**config.mk**
```make
export PLATFORM = sky130hd
export DESIGN_NAME = colseq_reader
export DESIGN_NICKNAME = d
export VERILOG_FILES = /design/src/rtl/colseq_pkg.sv /design/src/rtl/colseq_downcnt.sv /design/src/rtl/colseq_colstep.sv /design/src/rtl/colseq_outslot.sv /design/src/rtl/colseq_reader.sv
export SDC_FILE = /design/constraint.sdc
export NUM_CORES = 1
export LEC_CHECK = 0
export ABC_CLOCK_PERIOD_IN_PS = 2100
export CAP_MARGIN = 20
export CORE_ASPECT_RATIO = 0.5
export CORE_MARGIN = 5
export CORE_UTILIZATION = 25
export CTS_CLUSTER_SIZE = 25
export DETAILED_ROUTE_END_ITERATION = 8
export DONT_BUFFER_PORTS = 1
export PLACE_DENSITY = 0.43
export SLEW_MARGIN = 20
export SYNTH_ARGS = -nofsm -noshare
export SYNTH_HDL_FRONTEND = slang
export SYNTH_SLANG_ARGS = --single-unit
export TNS_END_PERCENT = 20
```
**constraint.sdc**
```tcl
create_clock -name clk -period 2.1 [get_ports clk]
set_clock_uncertainty 0.05 [all_clocks]
set_input_delay 0.105 -clock clk [delete_from_list [all_inputs] [get_ports clk]]
set_output_delay 0.105 -clock clk [all_outputs]
set_load 0.05 [all_outputs]
```
**src/rtl/colseq_pkg.sv**
```systemverilog
package colseq_pkg;
  timeunit 1ns;
  timeprecision 1ps;

  localparam logic [1:0] CM_PAGE   = 2'd0;
  localparam logic [1:0] CM_STATIC = 2'd1;
  localparam logic [1:0] CM_NIBBLE = 2'd2;

  typedef enum logic [2:0] {
    ST_IDLE,
    ST_ROW,
    ST_RCD,
    ST_COL,
    ST_ACC,
    ST_GAP
  } seq_state_t;
endpackage

```
**src/rtl/colseq_downcnt.sv**
```systemverilog
module colseq_downcnt #(
  parameter int W = 6
) (
  input  logic         clk,
  input  logic         rst_n,
  input  logic         load,
  input  logic [W-1:0] load_val,
  output logic         zero
);
  timeunit 1ns;
  timeprecision 1ps;

  logic [W-1:0] cnt_q;

  always_ff @(posedge clk) begin
    if (!rst_n)           cnt_q <= '0;
    else if (load)        cnt_q <= load_val;
    else if (cnt_q != '0) cnt_q <= cnt_q - W'(1);
  end

  assign zero = (cnt_q == '0);
endmodule

```
**src/rtl/colseq_colstep.sv**
```systemverilog
module colseq_colstep #(
  parameter int COL_W = 8
) (
  input  logic [COL_W-1:0] col_i,
  input  logic             nibble_i,
  output logic [COL_W-1:0] col_o
);
  timeunit 1ns;
  timeprecision 1ps;

  always_comb begin
    if (nibble_i) col_o = {col_i[COL_W-1:2], col_i[1:0] + 2'd1};
    else          col_o = col_i + COL_W'(1);
  end
endmodule

```
**src/rtl/colseq_outslot.sv**
```systemverilog
module colseq_outslot #(
  parameter int DATA_W = 16
) (
  input  logic              clk,
  input  logic              rst_n,
  input  logic              load,
  input  logic [DATA_W-1:0] load_data,
  input  logic              load_last,
  output logic              free,
  output logic              out_valid,
  input  logic              out_ready,
  output logic [DATA_W-1:0] out_data,
  output logic              out_last
);
  timeunit 1ns;
  timeprecision 1ps;

  always_ff @(posedge clk) begin
    if (!rst_n) begin
      out_valid <= 1'b0;
      out_data  <= '0;
      out_last  <= 1'b0;
    end else if (load) begin
      out_valid <= 1'b1;
      out_data  <= load_data;
      out_last  <= load_last;
    end else if (out_ready) begin
      out_valid <= 1'b0;
    end
  end

  assign free = !out_valid || out_ready;

  p_hold_r8: assert property (@(posedge clk) disable iff (!rst_n)
    out_valid && !out_ready |=> out_valid && $stable(out_data) && $stable(out_last));

  p_release_r8: assert property (@(posedge clk) disable iff (!rst_n)
    out_valid && out_ready && !load |=> !out_valid);
endmodule

```
**src/rtl/colseq_reader.sv**
```systemverilog
module colseq_reader
  import colseq_pkg::*;
#(
  parameter int ROW_W  = 10,
  parameter int COL_W  = 8,
  parameter int DATA_W = 16,
  parameter int T_RCD  = 3,
  parameter int T_CAC  = 3,
  parameter int T_PC   = 7,
  parameter int T_RC   = 22,
  localparam int ADDR_W = (ROW_W > COL_W) ? ROW_W : COL_W
) (
  input  logic              clk,
  input  logic              rst_n,
  input  logic              req_valid,
  output logic              req_ready,
  input  logic [ROW_W-1:0]  req_row,
  input  logic [COL_W-1:0]  req_col,
  input  logic [COL_W-1:0]  req_len,
  input  logic [1:0]        req_mode,
  output logic              busy,
  output logic              ras_n,
  output logic              cas_n,
  output logic              oe_n,
  output logic [ADDR_W-1:0] addr,
  input  logic [DATA_W-1:0] dq_in,
  output logic              rsp_valid,
  input  logic              rsp_ready,
  output logic [DATA_W-1:0] rsp_data,
  output logic              rsp_last
);
  timeunit 1ns;
  timeprecision 1ps;

  localparam int LEFT_W = COL_W + 1;
  localparam int CNT_W  = $clog2(T_RC + T_PC + T_RCD + T_CAC + 1);

  seq_state_t        state_q;
  logic [1:0]        mode_q;
  logic [COL_W-1:0]  col_q, col_nxt;
  logic [LEFT_W-1:0] left_q;
  logic [ADDR_W-1:0] addr_q;
  logic              ras_q, cas_q, oe_q;

  logic rc_zero, pc_zero, cac_zero;
  logic row_open, acc_start, cac_load, slot_free, capture, last_word;
  logic is_static, is_nib, fire;
  logic [CNT_W-1:0] cac_val;

  assign is_static = (mode_q == CM_STATIC);
  assign is_nib    = (mode_q == CM_NIBBLE);

  assign busy      = (state_q != ST_IDLE) || !rc_zero;
  assign req_ready = !busy;
  assign fire      = req_valid && req_ready;

  assign row_open  = (state_q == ST_ROW);
  assign acc_start = (state_q == ST_COL) || ((state_q == ST_GAP) && pc_zero);
  assign cac_load  = row_open || acc_start;
  assign cac_val   = row_open ? CNT_W'(T_RCD - 1) : CNT_W'(T_CAC - 1);

  assign last_word = (left_q == LEFT_W'(1));
  assign capture   = (state_q == ST_ACC) && cac_zero && slot_free;

  // row-cycle recovery, started on the row strobe fall
  colseq_downcnt #(.W(CNT_W)) u_rc (
    .clk(clk), .rst_n(rst_n), .load(row_open),
    .load_val(CNT_W'(T_RC - 2)), .zero(rc_zero));

  // spacing between column access starts
  colseq_downcnt #(.W(CNT_W)) u_pc (
    .clk(clk), .rst_n(rst_n), .load(acc_start),
    .load_val(CNT_W'(T_PC - 1)), .zero(pc_zero));

  // row-to-column delay, then column-to-data delay
  colseq_downcnt #(.W(CNT_W)) u_cac (
    .clk(clk), .rst_n(rst_n), .load(cac_load),
    .load_val(cac_val), .zero(cac_zero));

  colseq_colstep #(.COL_W(COL_W)) u_step (
    .col_i(col_q), .nibble_i(is_nib), .col_o(col_nxt));

  colseq_outslot #(.DATA_W(DATA_W)) u_slot (
    .clk(clk), .rst_n(rst_n), .load(capture), .load_data(dq_in),
    .load_last(last_word), .free(slot_free), .out_valid(rsp_valid),
    .out_ready(rsp_ready), .out_data(rsp_data), .out_last(rsp_last));

  always_ff @(posedge clk) begin
    if (!rst_n) begin
      state_q <= ST_IDLE;
      mode_q  <= CM_PAGE;
      col_q   <= '0;
      left_q  <= '0;
      addr_q  <= '0;
      ras_q   <= 1'b1;
      cas_q   <= 1'b1;
      oe_q    <= 1'b1;
    end else begin
      unique case (state_q)
        ST_IDLE: if (fire) begin
          mode_q <= req_mode;
          col_q  <= req_col;
          addr_q <= ADDR_W'(req_row);
          if (req_mode == CM_NIBBLE && req_len > COL_W'(3)) left_q <= LEFT_W'(4);
          else                                            left_q <= LEFT_W'(req_len) + LEFT_W'(1);
          state_q <= ST_ROW;
        end
        ST_ROW: begin
          ras_q   <= 1'b0;
          state_q <= ST_RCD;
        end
        ST_RCD: if (cac_zero) begin
          addr_q  <= ADDR_W'(col_q);
          oe_q    <= 1'b0;
          state_q <= ST_COL;
        end
        ST_COL: begin
          cas_q   <= 1'b0;
          state_q <= ST_ACC;
        end
        ST_ACC: if (capture) begin
          left_q <= left_q - LEFT_W'(1);
          if (last_word) begin
            ras_q   <= 1'b1;
            cas_q   <= 1'b1;
            oe_q    <= 1'b1;
            state_q <= ST_IDLE;
          end else begin
            col_q <= col_nxt;
            if (!is_static) cas_q <= 1'b1;
            if (!is_static && !is_nib) addr_q <= ADDR_W'(col_nxt);
            state_q <= ST_GAP;
          end
        end
        ST_GAP: if (pc_zero) begin
          if (is_static) addr_q <= ADDR_W'(col_q);
          else           cas_q  <= 1'b0;
          state_q <= ST_ACC;
        end
        default: state_q <= ST_IDLE;
      endcase
    end
  end

  assign ras_n = ras_q;
  assign cas_n = cas_q;
  assign oe_n  = oe_q;
  assign addr  = addr_q;

  p_row_held_r2: assert property (@(posedge clk) disable iff (!rst_n)
    !ras_n |-> busy);

  p_close_r9: assert property (@(posedge clk) disable iff (!rst_n)
    $rose(ras_n) |-> rsp_valid && rsp_last && cas_n && oe_n);

  p_static_low_r5: assert property (@(posedge clk) disable iff (!rst_n)
    is_static && state_q == ST_GAP |-> !cas_n);

  p_nib_cap_r6: assert property (@(posedge clk) disable iff (!rst_n)
    is_nib && state_q != ST_IDLE |-> left_q <= LEFT_W'(4));

  p_rc_block_r10: assert property (@(posedge clk) disable iff (!rst_n)
    !rc_zero |-> !req_ready);

  p_first_cas_r3: assert property (@(posedge clk) disable iff (!rst_n)
    state_q == ST_COL |=> !cas_n && !oe_n && !ras_n);
endmodule

```
Yosys cells after proc, flatten, opt, wreduce, memory -nomap -nowiden --
Index checks and enable logic that the tools add are counted.
Operators by class: add/subtract/negate cells 7, magnitude comparators 1, equal/unequal tests 19, mux-type cells 42, bitwise gates (word level) 1, reductions and logical operators 43
Operators by type and width (number):
- two-way mux 10 bit | 7
- one-hot mux 10 bit (4 select lines) | 1
- two-way mux 8 bit | 4
- two-way mux 9 bit | 3
- two-way mux 3 bit | 7
- zero test 6 bit | 3
- one-hot mux 3 bit (6 select lines) | 1
- one-hot mux 9 bit (2 select lines) | 1
- nonzero test 6 bit | 3
- subtractor 6 x 1 -> 6 bit (second input constant) | 3
- one-hot mux 8 bit (2 select lines) | 1
- != test 2 bit (second input constant) | 7
- nonzero test 2 bit | 7
- AND reduction 4 bit | 3
- two-way mux 1 bit | 10
- two-way mux 5 bit | 2
- adder 8 x 1 -> 9 bit (second input constant) | 1
- == test 9 x 1 -> 1 bit (second input constant) | 1
- subtractor 9 x 1 -> 9 bit (second input constant) | 1
- adder 8 x 1 -> 8 bit (second input constant) | 1
- > comparator 8 x 2 -> 1 bit (second input constant) | 1
- AND reduction 8 bit | 1
- == test 3 x 2 -> 1 bit (second input constant) | 2
- == test 3 bit (second input constant) | 2
- 20 further kinds | 40
Word-level totals: register bits after elaboration 71, output and inout port bits 33, logic and storage cells 130

Longest topological paths before layout --
Gate-level depths: netlist of the first run.
word-level depth 7, mapped depth 8, depth with buffers taken out 7

Cells and area by module --
A second synthesis of the first run with hierarchy kept.
Second synthesis, totals: cell total of the unflattened synthesis 498, area total of the unflattened synthesis 4197.8 um^2
Modules (own cells, without submodules):
- colseq_reader | instances 1, cells an instance 294, area an instance 2298.5 um^2, seq. area each 700.7 um^2
- colseq_downcnt | instances 3, cells an instance 43, area an instance 356.6 um^2, seq. area each 120.1 um^2
- colseq_outslot | instances 1, cells an instance 58, area an instance 689.4 um^2, seq. area each 360.3 um^2
- colseq_colstep | instances 1, cells an instance 17, area an instance 140.1 um^2, seq. area each 0.0 um^2

Worst setup path after synthesis of the first run --
OpenSTA, ideal clock, no wires.
kind register -> register, start point register state_q[0], end point register col_q[5], setup time 0.136 ns, data arrival time 2.093 ns, required time 1.914 ns, slack -0.179 ns, stages on the path, launching flop included 9, path buffers 3, period minus slack after synthesis 2.279 ns, path through dfxtp_1 buf_6 or3b_1 buf_2 or4_4 a22o_4 buf_6 a21oi_1 o32ai_2
Between the ends: word-level cells in the longest chain between the ends 6, elaborated cells on any way between the ends 14
Ends and longest elaborated chain:
- from (decl) | RTL line colseq_reader.sv:38 | seq_state_t state_q;
- from (signal assigned) | RTL line colseq_reader.sv:90 | state_q <= ST_IDLE;
- from (signal assigned) | RTL line colseq_reader.sv:106 | state_q <= ST_ROW;
- from (signal assigned) | RTL line colseq_reader.sv:110 | state_q <= ST_RCD;
- nonzero test 3 bit | RTL line colseq_reader.sv:53 | assign busy = (state_q != ST_IDLE) || !rc_zero;
- logical OR 1 bit | RTL line colseq_reader.sv:53
- zero test 1 bit | RTL line colseq_reader.sv:54 | assign req_ready = !busy;
- logical AND 1 bit | RTL line colseq_reader.sv:55 | assign fire = req_valid && req_ready;
- != test 2 bit (no line)
- AND reduction 4 bit (no line)
- to (signal assigned) | RTL line colseq_reader.sv:102 | col_q <= req_col;
- to (signal assigned) | RTL line colseq_reader.sv:129 | col_q <= col_nxt;
- to (decl) | RTL line colseq_reader.sv:40 | logic [COL_W-1:0] col_q, col_nxt;
Parallel ways exist; a longest one is shown, timed or not. A chain may end at the register's enable or synchronous reset.

Final worst setup path of the first run --
start point register u_pc.cnt_q[0], end point register addr_q[1], in the netlist addr[1]
Between the ends: word-level cells in the longest chain between the ends 3
Ends and longest elaborated chain:
- from (decl) | RTL line colseq_downcnt.sv:13 | logic [W-1:0] cnt_q;
- from (signal assigned) | RTL line colseq_downcnt.sv:17 | else if (load) cnt_q <= load_val;
- from (signal assigned) | RTL line colseq_downcnt.sv:18 | else if (cnt_q != '0) cnt_q <= cnt_q - W'(1);
- zero test 6 bit | RTL line colseq_downcnt.sv:21 | assign zero = (cnt_q == '0);
- != test 2 bit (no line)
- AND reduction 8 bit (no line)
- to (signal assigned) | RTL line colseq_reader.sv:103 | addr_q <= ADDR_W'(req_row);
- to (signal assigned) | RTL line colseq_reader.sv:113 | addr_q <= ADDR_W'(col_q);
- to (signal assigned) | RTL line colseq_reader.sv:131 | if (!is_static && !is_nib) addr_q <= ADDR_W'(col_nxt);
- to (decl) | RTL line colseq_reader.sv:42 | logic [ADDR_W-1:0] addr_q;
Every way passes these cells.

==> metrics.yaml, run 1 <==
status: "complete, but fails checks"
violations: "setup timing"
initial_core_util: 0.257
overflow: 0
grt_pass1_vias: 3678
path_max_fanout: 10
yosysSeqAreaShare: 0.355
insertion_delay_ns: 0.33
worstPathArrival_ns: 2.38
endpoint_kind: "flip-flop"
synth_compound_area_frac: 0.221
drtIter0Drc: 213
clkTransAtPathRegs_ns: 0.06
tns_ns: -1.18
cts_tree: "built"
synth_enable_flop_cells: 0
netlist_instances: 510
fmax_mhz: 449
netlist_area_mm2: 0.00400
io_buffers: 0
synthAdderAreaFrac: 0.0344
antenna_found_initial: 0
synth_top_family_by_area: "simple AND/OR/NAND/NOR gates"
crit_path_start_kind: "flip-flop"
dp_cells: 740
power.total_mw: 7.26
worstSetupPathType: "flip-flop to flip-flop"
timing.final.crit_share: 1.06
rows: 32
core_area_mm2: 0.0155
p_per_area_mw_per_mm2: 1380
drive_above_1_share: 0.186
avgSynthCellArea_um2: 7.84
dieArea_mm2: 0.0188
yosys_most_used_dff: "dfxtp_1"
cts_buffers: 9
diodes: 0
async_reset_ff_frac: 0
whs_ns: 0.0175
slew_headroom: 0.579
place_area_mm2: 0.00456
yosys.area_share.simple: 0.266
cap_viol_max_count: 0
required_ns: 2.25
final_util: 0.339
drc: 0
cts_root_buf: "clkbuf_16"
syn2layout_area_growth_pct: 31.5
grt_use_total: 0.133
synth_mux_area_frac: 0.0300
num_vias: 3792
rsz0062_at_grt: "true"
ys_warn_count: 0
power_leakage_nw: 2.04
gp_congestion: 0.768
io_pins: 81
first_pass_iters: 5
final_max_slew_viol_count: 0
netlist_top_cells_area: "dfxtp_1, nand2_1, a21oi_1, nor2_1, ha_1"
hp-class: "input pin to flip-flop"
dp_hpwl_um: 9000
hold_viol_final: 0
pre_cts_slack_ns: -0.232
synth_top_area_share: 0.355
worstMarginPinSlew_ns: 0.630
layoutNonFillerInstCount: 785
fin_crit_ns: 2.23
die_h_um: 99.4
setup_viol: 11
ys_types: 66
holdPathStages: 4
peakVddDrop_v: 0.000413
nets: 635
htreeDepth: 3
wl_per_cell_um: 15.9
finalWorstSetupSlack_ns: -0.126
numClockSinks: 71
synth_seq_cells: 71
via_per_inst: 4.83
ant_nets: 0
syn-num-nets: 569
synth.largest_area_cell: "dfxtp_1"
grt_max_degree: 42
routed_wl_um: 12500
grt_pass1_wl_um: 20100
clk_path_buf_depth: 2
fin_area_mm2: 0.00526
synth-xor-area-share: 0.0416
die_w_um: 189
cts_setup_buffers: 0
r2r_cells: 8
==> cells in the mapped netlist, drive strengths merged (3+ instances only) <==
master	n
nand2	84
dfxtp	71
a21oi	47
nor2	42
clkbuf	26
inv	17
nand3	15
o21ai	15
nor3	14
mux2i	12
xnor2	12
ha	11
nor2b	11
a31oi	10
buf	7
nand2b	7
o31ai	7
xor2	7
and3	6
o22ai	6
and2	5
nor4	5
or3	5
a221oi	4
o211ai	4
o32ai	4
or3b	4
a21boi	3
nand3b	3
nand4b	3
nor4b	3
o2bb2ai	3
o311ai	3
or4	3
==> logic make-up (layout without fill, tap and decap cells) <==
group,Yosys count,in the layout
flops,71,71
buf+inv,50,121
compound gates,129,129
simple gates,218,218
xor+xnor,19,19
mux,12,12
fa+ha+maj,11,11
==> power by group <==
group          internal, mW  leakage (nW)  total [mW]  switching [mW]
Combinational          1.52          1.30        3.27            1.75
Sequential             1.70         0.579        2.32           0.620
Clock                  1.04         0.160        1.67           0.624
Total                  4.26          2.04        7.26            3.00
==> per-layer routing <==
layer / vias to the layer above / part of all wire / global-route usage
li1: 1956 / - / -
met5: - / 0 / 0
met3: 9 / 0.050 / 0.0347
met1: 1737 / 0.52 / 0.197
met2: 90 / 0.42 / 0.191
met4: 0 / 0.010 / 0.0313
==> worst max-delay path, stage by stage, from the launching register on <==
cell and delay [ns]:
dfxtp_2 0.32, inv_2 0.05, ha_1 0.13, or4b_4 0.48
or3b_4 0.40, a32oi_2 0.20, o211ai_1 0.16, buf_6 0.19
mux2i_1 0.12
==> worst paths after layout <==
kind	start	end	slack [ns]
max	u_pc.cnt_q[0]	addr[1]	-0.13
min	req_col[2]	col_q[2]	0.02
max reg2reg	u_pc.cnt_q[0]	addr[1]	-0.13
min reg2reg	addr[2]	addr[2]	0.41
==> placed cells by master, fill, tap and decap left out, types with 3 or more instances in the layout <==
cell type	Yosys	routed
nand2_1	84	83
dfxtp_1	71	70
buf_4	0	58
a21oi_1	46	44
nor2_1	42	41
dlygate4sd3_1	0	28
inv_1	17	15
nand3_1	15	15
o21ai_0	15	14
nor3_1	13	13
xnor2_1	12	12
mux2i_1	12	12
nor2b_1	11	10
a31oi_1	10	10
ha_1	11	9
clkbuf_16	0	9
xor2_1	7	7
nand2b_1	7	6
and3_1	6	6
o22ai_1	6	6
o31ai_1	5	5
and2_1	4	4
nor4_1	5	4
a221oi_1	4	4
or3_1	5	4
a21boi_0	3	3
o311ai_0	3	3
o2bb2ai_1	3	3
o211ai_1	3	3
nand4b_1	3	3
nand3b_1	3	3
a21oi_2	1	3
==> flip-flops by register name, indices dropped and copies added, names as in the netlist, 2 cells and up <==
| name | cells |
|---|---|
| addr | 10 |
| col_q | 8 |
| left_q | 9 |
| mode_q | 2 |
| state_q | 3 |
| u_cac.cnt_q | 6 |
| u_pc.cnt_q | 6 |
| u_rc.cnt_q | 6 |
| u_slot.out_data | 16 |
==> repair_timing <==
action                     in CTS  in global routing
resized for setup               8                 13
setup endpoints to repair      17                 31
hold endpoints to repair       53                  0
hold buffers                   29                  0
pin swaps                       1                  2
==> layout make-up <==
class,count,area [µm²]
clock inverters,7,96.3
fillers,1639,10300
inverters,17,63.8
flip-flops and latches,71,1420
repair buffers,88,747
clock buffers,9,225
multi-input cells,389,2450
well taps,204,255
Power figures use the tool's default switching activity.
==> run 2, diff against run 1 <==
Settings changed: GPL_TIMING_DRIVEN set to 0.
==> run 2 against run 1 <==
  * The flow still finishes with violations (setup timing)
  * First-iteration DRC count is 2.3% higher
  * Non-clock buffer count is 17 lower
  * Utilization is 0.64 points lower
  * Total power is 2.6% lower
  * Critical endpoint is now addr[0]
  * Largest cell class unchanged
  * Largest power group unchanged
  * Highest routed layer unchanged
==> metrics.yaml, run 2 (synthesized netlist as in run 1, its figures left out) <==
cts_root_buf: "clkbuf_16"  # unchanged
layoutNonFillerInstCount: 767  # was 785
io_buffers: 0  # unchanged
numClockSinks: 71  # unchanged
busiest_layer: "met1"  # unchanged
first_pass_iters: 4  # was 5
drtIter0Drc: 218  # was 213
pre_cts_slack_ns: -0.607  # was -0.232 ns
gp_congestion: 0.810  # was 0.768
grt_util_met2: 0.203  # was 0.191
layout_common_cells: "nand2_1, dfxtp_1, nor2_1"  # was nand2_1, dfxtp_1, buf_4
grt_use_total: 0.141  # was 0.133
hp-class: "input pin to flip-flop"  # unchanged
dp_hpwl_um: 9640  # was 9000 µm
fillers: 1665  # was 1639
core_area_mm2: 0.0155  # unchanged
drc: 0  # unchanged
worstSetupPathType: "flip-flop to flip-flop"  # unchanged
seqPwrFrac: 0.341  # was 0.319
violations: "setup timing"  # unchanged
cts_buffers: 9  # unchanged
dp_cells: 714  # was 740
cts_tree: "built"  # unchanged
setup_viol: 40  # was 11
grt_pass1_wl_um: 21100  # was 20100 µm
routed_wl_um: 13500  # was 12500 µm
syn2layout_area_growth_pct: 29.0  # was 31.5%
dieArea_mm2: 0.0188  # unchanged
internal-power_mw: 4.01  # was 4.26 mW
antenna_found_initial: 0  # unchanged
final_common_cell: "nand2_1"  # unchanged
clk_path_buf_depth: 2  # unchanged
die_h_um: 99.4  # unchanged
via_per_inst: 5.04  # was 4.83
holdPathStages: 2  # was 4
crit_path_start_kind: "flip-flop"  # unchanged
met3_usage: 0.0421  # was 0.0347
use_met1: 0.205  # was 0.197
nets: 618  # was 635
timing.final.crit_share: 1.12  # was 1.06
required_ns: 2.27  # was 2.25 ns
p_sw_frac: 0.433  # was 0.413
path_max_fanout: 5  # was 10
power.total_mw: 7.07  # was 7.26 mW
wl_per_cell_um: 17.7  # was 15.9 µm
finalWorstSetupSlack_ns: -0.243  # was -0.126 ns
peakVddDrop_v: 0.000515  # was 0.000413 V
ant_nets: 0  # unchanged
slew_headroom: 0.505  # was 0.579
cap_viol_max_count: 0  # unchanged
largest_reg_flops: 16  # unchanged
io_pins: 81  # unchanged
power.share.clock: 0.221  # was 0.230
htreeDepth: 3  # unchanged
hold_viol_final: 0  # unchanged
r2r_cells: 8  # unchanged
diodes: 0  # unchanged
largest-register: "u_slot.out_data"  # unchanged
fin_area_mm2: 0.00516  # was 0.00526 mm²
rows: 32  # unchanged
fmax_mhz: 427  # was 449 MHz
grt_pass1_vias: 3677  # was 3678
endpoint_kind: "flip-flop"  # unchanged
p_sw_mw: 3.06  # was 3.00 mW
p_per_area_mw_per_mm2: 1370  # was 1380 mW/mm²
power_leakage_nw: 1.89  # was 2.04 nW
multi_input_area_mm2: 0.00253  # was 0.00245 mm²
comb_power_share: 0.439  # was 0.451
status: "complete, but fails checks"  # unchanged
clkTransAtPathRegs_ns: 0.06  # about the same
area.sequential_mm2: 0.00143  # was 0.00142 mm²
num_vias: 3864  # was 3792
worstMarginPinSlew_ns: 0.743  # was 0.630 ns
worstPathArrival_ns: 2.51  # was 2.38 ns
die_w_um: 189  # unchanged
final_max_slew_viol_count: 0  # unchanged
insertion_delay_ns: 0.33  # about the same
overflow: 0  # unchanged
place_area_mm2: 0.00427  # was 0.00456 mm²
initial_core_util: 0.257  # unchanged
rsz0062_at_grt: "true"  # unchanged
grt_max_degree: 13  # was 42
fin_crit_ns: 2.34  # was 2.23 ns
drive_above_1_share: 0.153  # was 0.186
run 2: area by class of cell:
cell class,count,share of cell area
Multi-Input combinational cell,389,0.490
Sequential cell,71,0.276
Timing Repair Buffer,38,0.0732
Tap cell,204,0.0495
Clock buffer,10,0.0463
Buffer,33,0.0407
Inverter,17,0.0131
Clock inverter,5,0.0114
run 2: critical path: stages, from the launching register on:
cell      delay, ns
dfxtp_2        0.32
inv_2          0.07
ha_4           0.12
or4b_4         0.47
or3b_4         0.41
a32oi_2        0.24
o211ai_1       0.21
buf_4          0.23
mux2i_1        0.12
run 2: metrics by stage:
stage / setup TNS, ns / utilization / hold WS (ns)
floorplan: -0.453 / - / 0.195
global placement: -17.15 / 0.275 / 0.198
detailed placement: -17.20 / 0.275 / 0.203
CTS: -4.14 / 0.319 / 0.000769
global route: -7.72 / 0.332 / 0.0212
finish: -5.24 / 0.332 / 0.0324
run 2: worst paths after layout:
path	start	to	slack (ns)
setup / recovery	u_pc.cnt_q[0]	addr[0]	-0.24
hold reg to reg	left_q[1]	left_q[1]	0.47
hold / removal	req_col[4]	col_q[4]	0.03
setup reg to reg	u_pc.cnt_q[0]	addr[0]	-0.24
run 2: per-layer routing:
layer,up-vias,part of all wire
met1,1812,0.50
met2,114,0.42
li1,1927,-
met3,11,0.068
met5,-,0
met4,0,0.012
run 2: power by group through the flow:
stage               clock, mW  sequential, mW  combinational, mW
floorplan                   0            2.29               2.07
finish                   1.56            2.41               3.10
detailed placement          0            2.40               2.58
global route             1.66            2.46               3.45
global placement            0            2.40               2.58
CTS                      1.62            2.39               2.82
run 2: what timing repair did:
item,CTS,global route
endpoints found under the setup margin,57,56
pin swaps,6,11
setup buffers,2,7
hold endpoints to repair,27,0
hold buffers,27,0
resized for setup,32,45
cloned,1,1
==> run 3, diff against run 2 <==
Settings changed: CORE_ASPECT_RATIO 0.5 to unset, SLEW_MARGIN 20 to 25.
==> run 3 against run 2 <==
  * The flow still finishes with violations (setup timing)
  * Clock power shrank 6%
  * Cell count grew 1.4%
  * Design area decreased by 0.39%
  * Flip-flop and latch count stayed put
  * Die area is 0.82% lower
  * Hold slack worse by 0.020 ns
  * First-iteration DRC count increased by 14%
  * Routed wire length shrank 3.7%
  * Global-route usage is 0.19 points higher
  * Total power decreased by 2.1%
  * Critical endpoint is now col_q[7]
  * Largest cell class unchanged
  * Largest power group unchanged
==> metrics.yaml, run 3 (synthesized netlist as in run 1, its figures left out) <==
status: "complete, but fails checks"  # unchanged
violations: "setup timing"  # unchanged
grt_pass1_vias: 3860  # was 3677
largest_reg_flops: 16  # unchanged
required_ns: 2.25  # was 2.27 ns
cts_tree: "built"  # unchanged
io_buffers: 0  # unchanged
dp_cells: 726  # was 714
diodes: 0  # unchanged
pre_cts_slack_ns: -0.520  # was -0.607 ns
io_pins: 81  # unchanged
wl_per_cell_um: 16.8  # was 17.7 µm
rsz0062_at_grt: "true"  # unchanged
internal-power_mw: 3.85  # was 4.01 mW
final_max_slew_viol_count: 0  # unchanged
cts_root_buf: "clkbuf_16"  # unchanged
ant_nets: 0  # unchanged
slew_headroom: 0.460  # was 0.505
path_max_fanout: 6  # was 5
endpoint_kind: "flip-flop"  # unchanged
die_h_um: 136  # was 99.4 µm
p_per_area_mw_per_mm2: 1350  # was 1370 mW/mm²
num_vias: 3885  # was 3864
hp-class: "input pin to flip-flop"  # unchanged
via_per_inst: 4.99  # was 5.04
peakVddDrop_v: 0.000421  # was 0.000515 V
core_area_mm2: 0.0158  # was 0.0155 mm²
initial_core_util: 0.254  # was 0.257
timing.final.crit_share: 1.07  # was 1.12
power_leakage_nw: 1.88  # was 1.89 nW
worstSetupPathType: "flip-flop to flip-flop"  # unchanged
dp_hpwl_um: 9570  # was 9640 µm
numClockSinks: 71  # unchanged
fmax_mhz: 444  # was 427 MHz
p_sw_frac: 0.444  # was 0.433
htreeDepth: 3  # unchanged
grt_pass1_wl_um: 20700  # was 21100 µm
rows: 46  # was 32
clk_path_buf_depth: 2  # unchanged
layoutNonFillerInstCount: 778  # was 767
first_pass_iters: 5  # was 4
overflow: 0  # unchanged
antenna_found_initial: 0  # unchanged
finalWorstSetupSlack_ns: -0.153  # was -0.243 ns
comb_power_share: 0.441  # was 0.439
p_sw_mw: 3.07  # was 3.06 mW
dieArea_mm2: 0.0186  # was 0.0188 mm²
crit_path_start_kind: "flip-flop"  # unchanged
setup_viol: 21  # was 40
syn2layout_area_growth_pct: 28.5  # was 29.0%
power.share.clock: 0.211  # was 0.221
grt_use_total: 0.143  # was 0.141
seqPwrFrac: 0.348  # was 0.341
die_w_um: 136  # was 189 µm
worstMarginPinSlew_ns: 0.810  # was 0.743 ns
nets: 616  # was 618
grt_max_degree: 15  # was 13
cap_viol_max_count: 0  # unchanged
routed_wl_um: 13000  # was 13500 µm
layout_common_cells: "nand2_1, dfxtp_1, a21oi_1"  # was nand2_1, dfxtp_1, nor2_1
insertion_delay_ns: 0.34  # was 0.33 ns
hold_viol_final: 0  # unchanged
drc: 0  # unchanged
cts_buffers: 9  # unchanged
gp_congestion: 0.826  # was 0.810
largest-register: "u_slot.out_data"  # unchanged
worstPathArrival_ns: 2.40  # was 2.51 ns
drive_above_1_share: 0.160  # was 0.153
final_common_cell: "nand2_1"  # unchanged
clkTransAtPathRegs_ns: 0.06  # about the same
drtIter0Drc: 249  # was 218
fin_crit_ns: 2.25  # was 2.34 ns
-- run 3: cell type report --
type | instances | area (µm²)
Timing Repair Buffer | 37 | 369
Clock buffer | 9 | 225
Sequential cell | 71 | 1430
Multi-Input combinational cell | 389 | 2530
Buffer | 32 | 191
Clock inverter | 7 | 56.3
Tap cell | 216 | 270
Inverter | 17 | 67.6
Fill cell | 1692 | 10600
-- run 3: worst max-delay path, cell delays in order (launching register included) --
cell	delay, ns
dfxtp_1	0.31
buf_6	0.12
or3b_4	0.40
or4_4	0.53
a22o_4	0.32
buf_12	0.15
o211ai_2	0.15
o31ai_2	0.08
-- run 3: power by group through the flow --
stage               Combinational, mW  Clock, mW  Sequential, mW
finish                           3.05       1.46            2.40
global route                     3.37       1.56            2.45
CTS                              2.82       1.52            2.38
detailed placement               2.59          0            2.39
global placement                 2.57          0            2.38
floorplan                        2.07          0            2.29
-- run 3: stage by stage --
| step | util | total power, mW | hold WS, ns | cell area (µm²) | TNS, ns |
|---|---|---|---|---|---|
| floorplan | - | 4.35 | 0.195 | 4010 | -0.453 |
| global placement | 0.272 | 4.94 | 0.198 | 4280 | -14.56 |
| detailed placement | 0.272 | 4.98 | 0.201 | 4280 | -15.58 |
| CTS | 0.316 | 6.72 | 0.00624 | 4980 | -2.97 |
| global route | 0.326 | 7.38 | 0.0309 | 5140 | -3.82 |
| finish | 0.326 | 6.92 | 0.0127 | 5140 | -1.98 |
-- run 3: worst paths after layout --
check | startpoint | slack (ns) | to | cells past startpoint
min reg2reg | u_rc.cnt_q[1] | 0.47 | u_rc.cnt_q[1] | 2
max | state_q[0] | -0.15 | col_q[7] | 7
max reg2reg | state_q[0] | -0.15 | col_q[7] | 7
min | req_col[0] | 0.01 | col_q[0] | 3
-- run 3: metal layers --
metal	vias to the layer above	part of all wire	track usage
li1	1914	-	-
met1	1837	0.46	0.189
met2	118	0.46	0.229
met3	16	0.061	0.0298
met4	0	0.018	0.0549
met5	-	0	0
-- run 3: repair_timing --
action	CTS	global route
gates resized for setup	38	39
setup endpoints to repair	55	51
cloned	0	1
buffers inserted	3	5
hold endpoints to repair	28	0
hold buffers	28	0
pin swaps	5	11
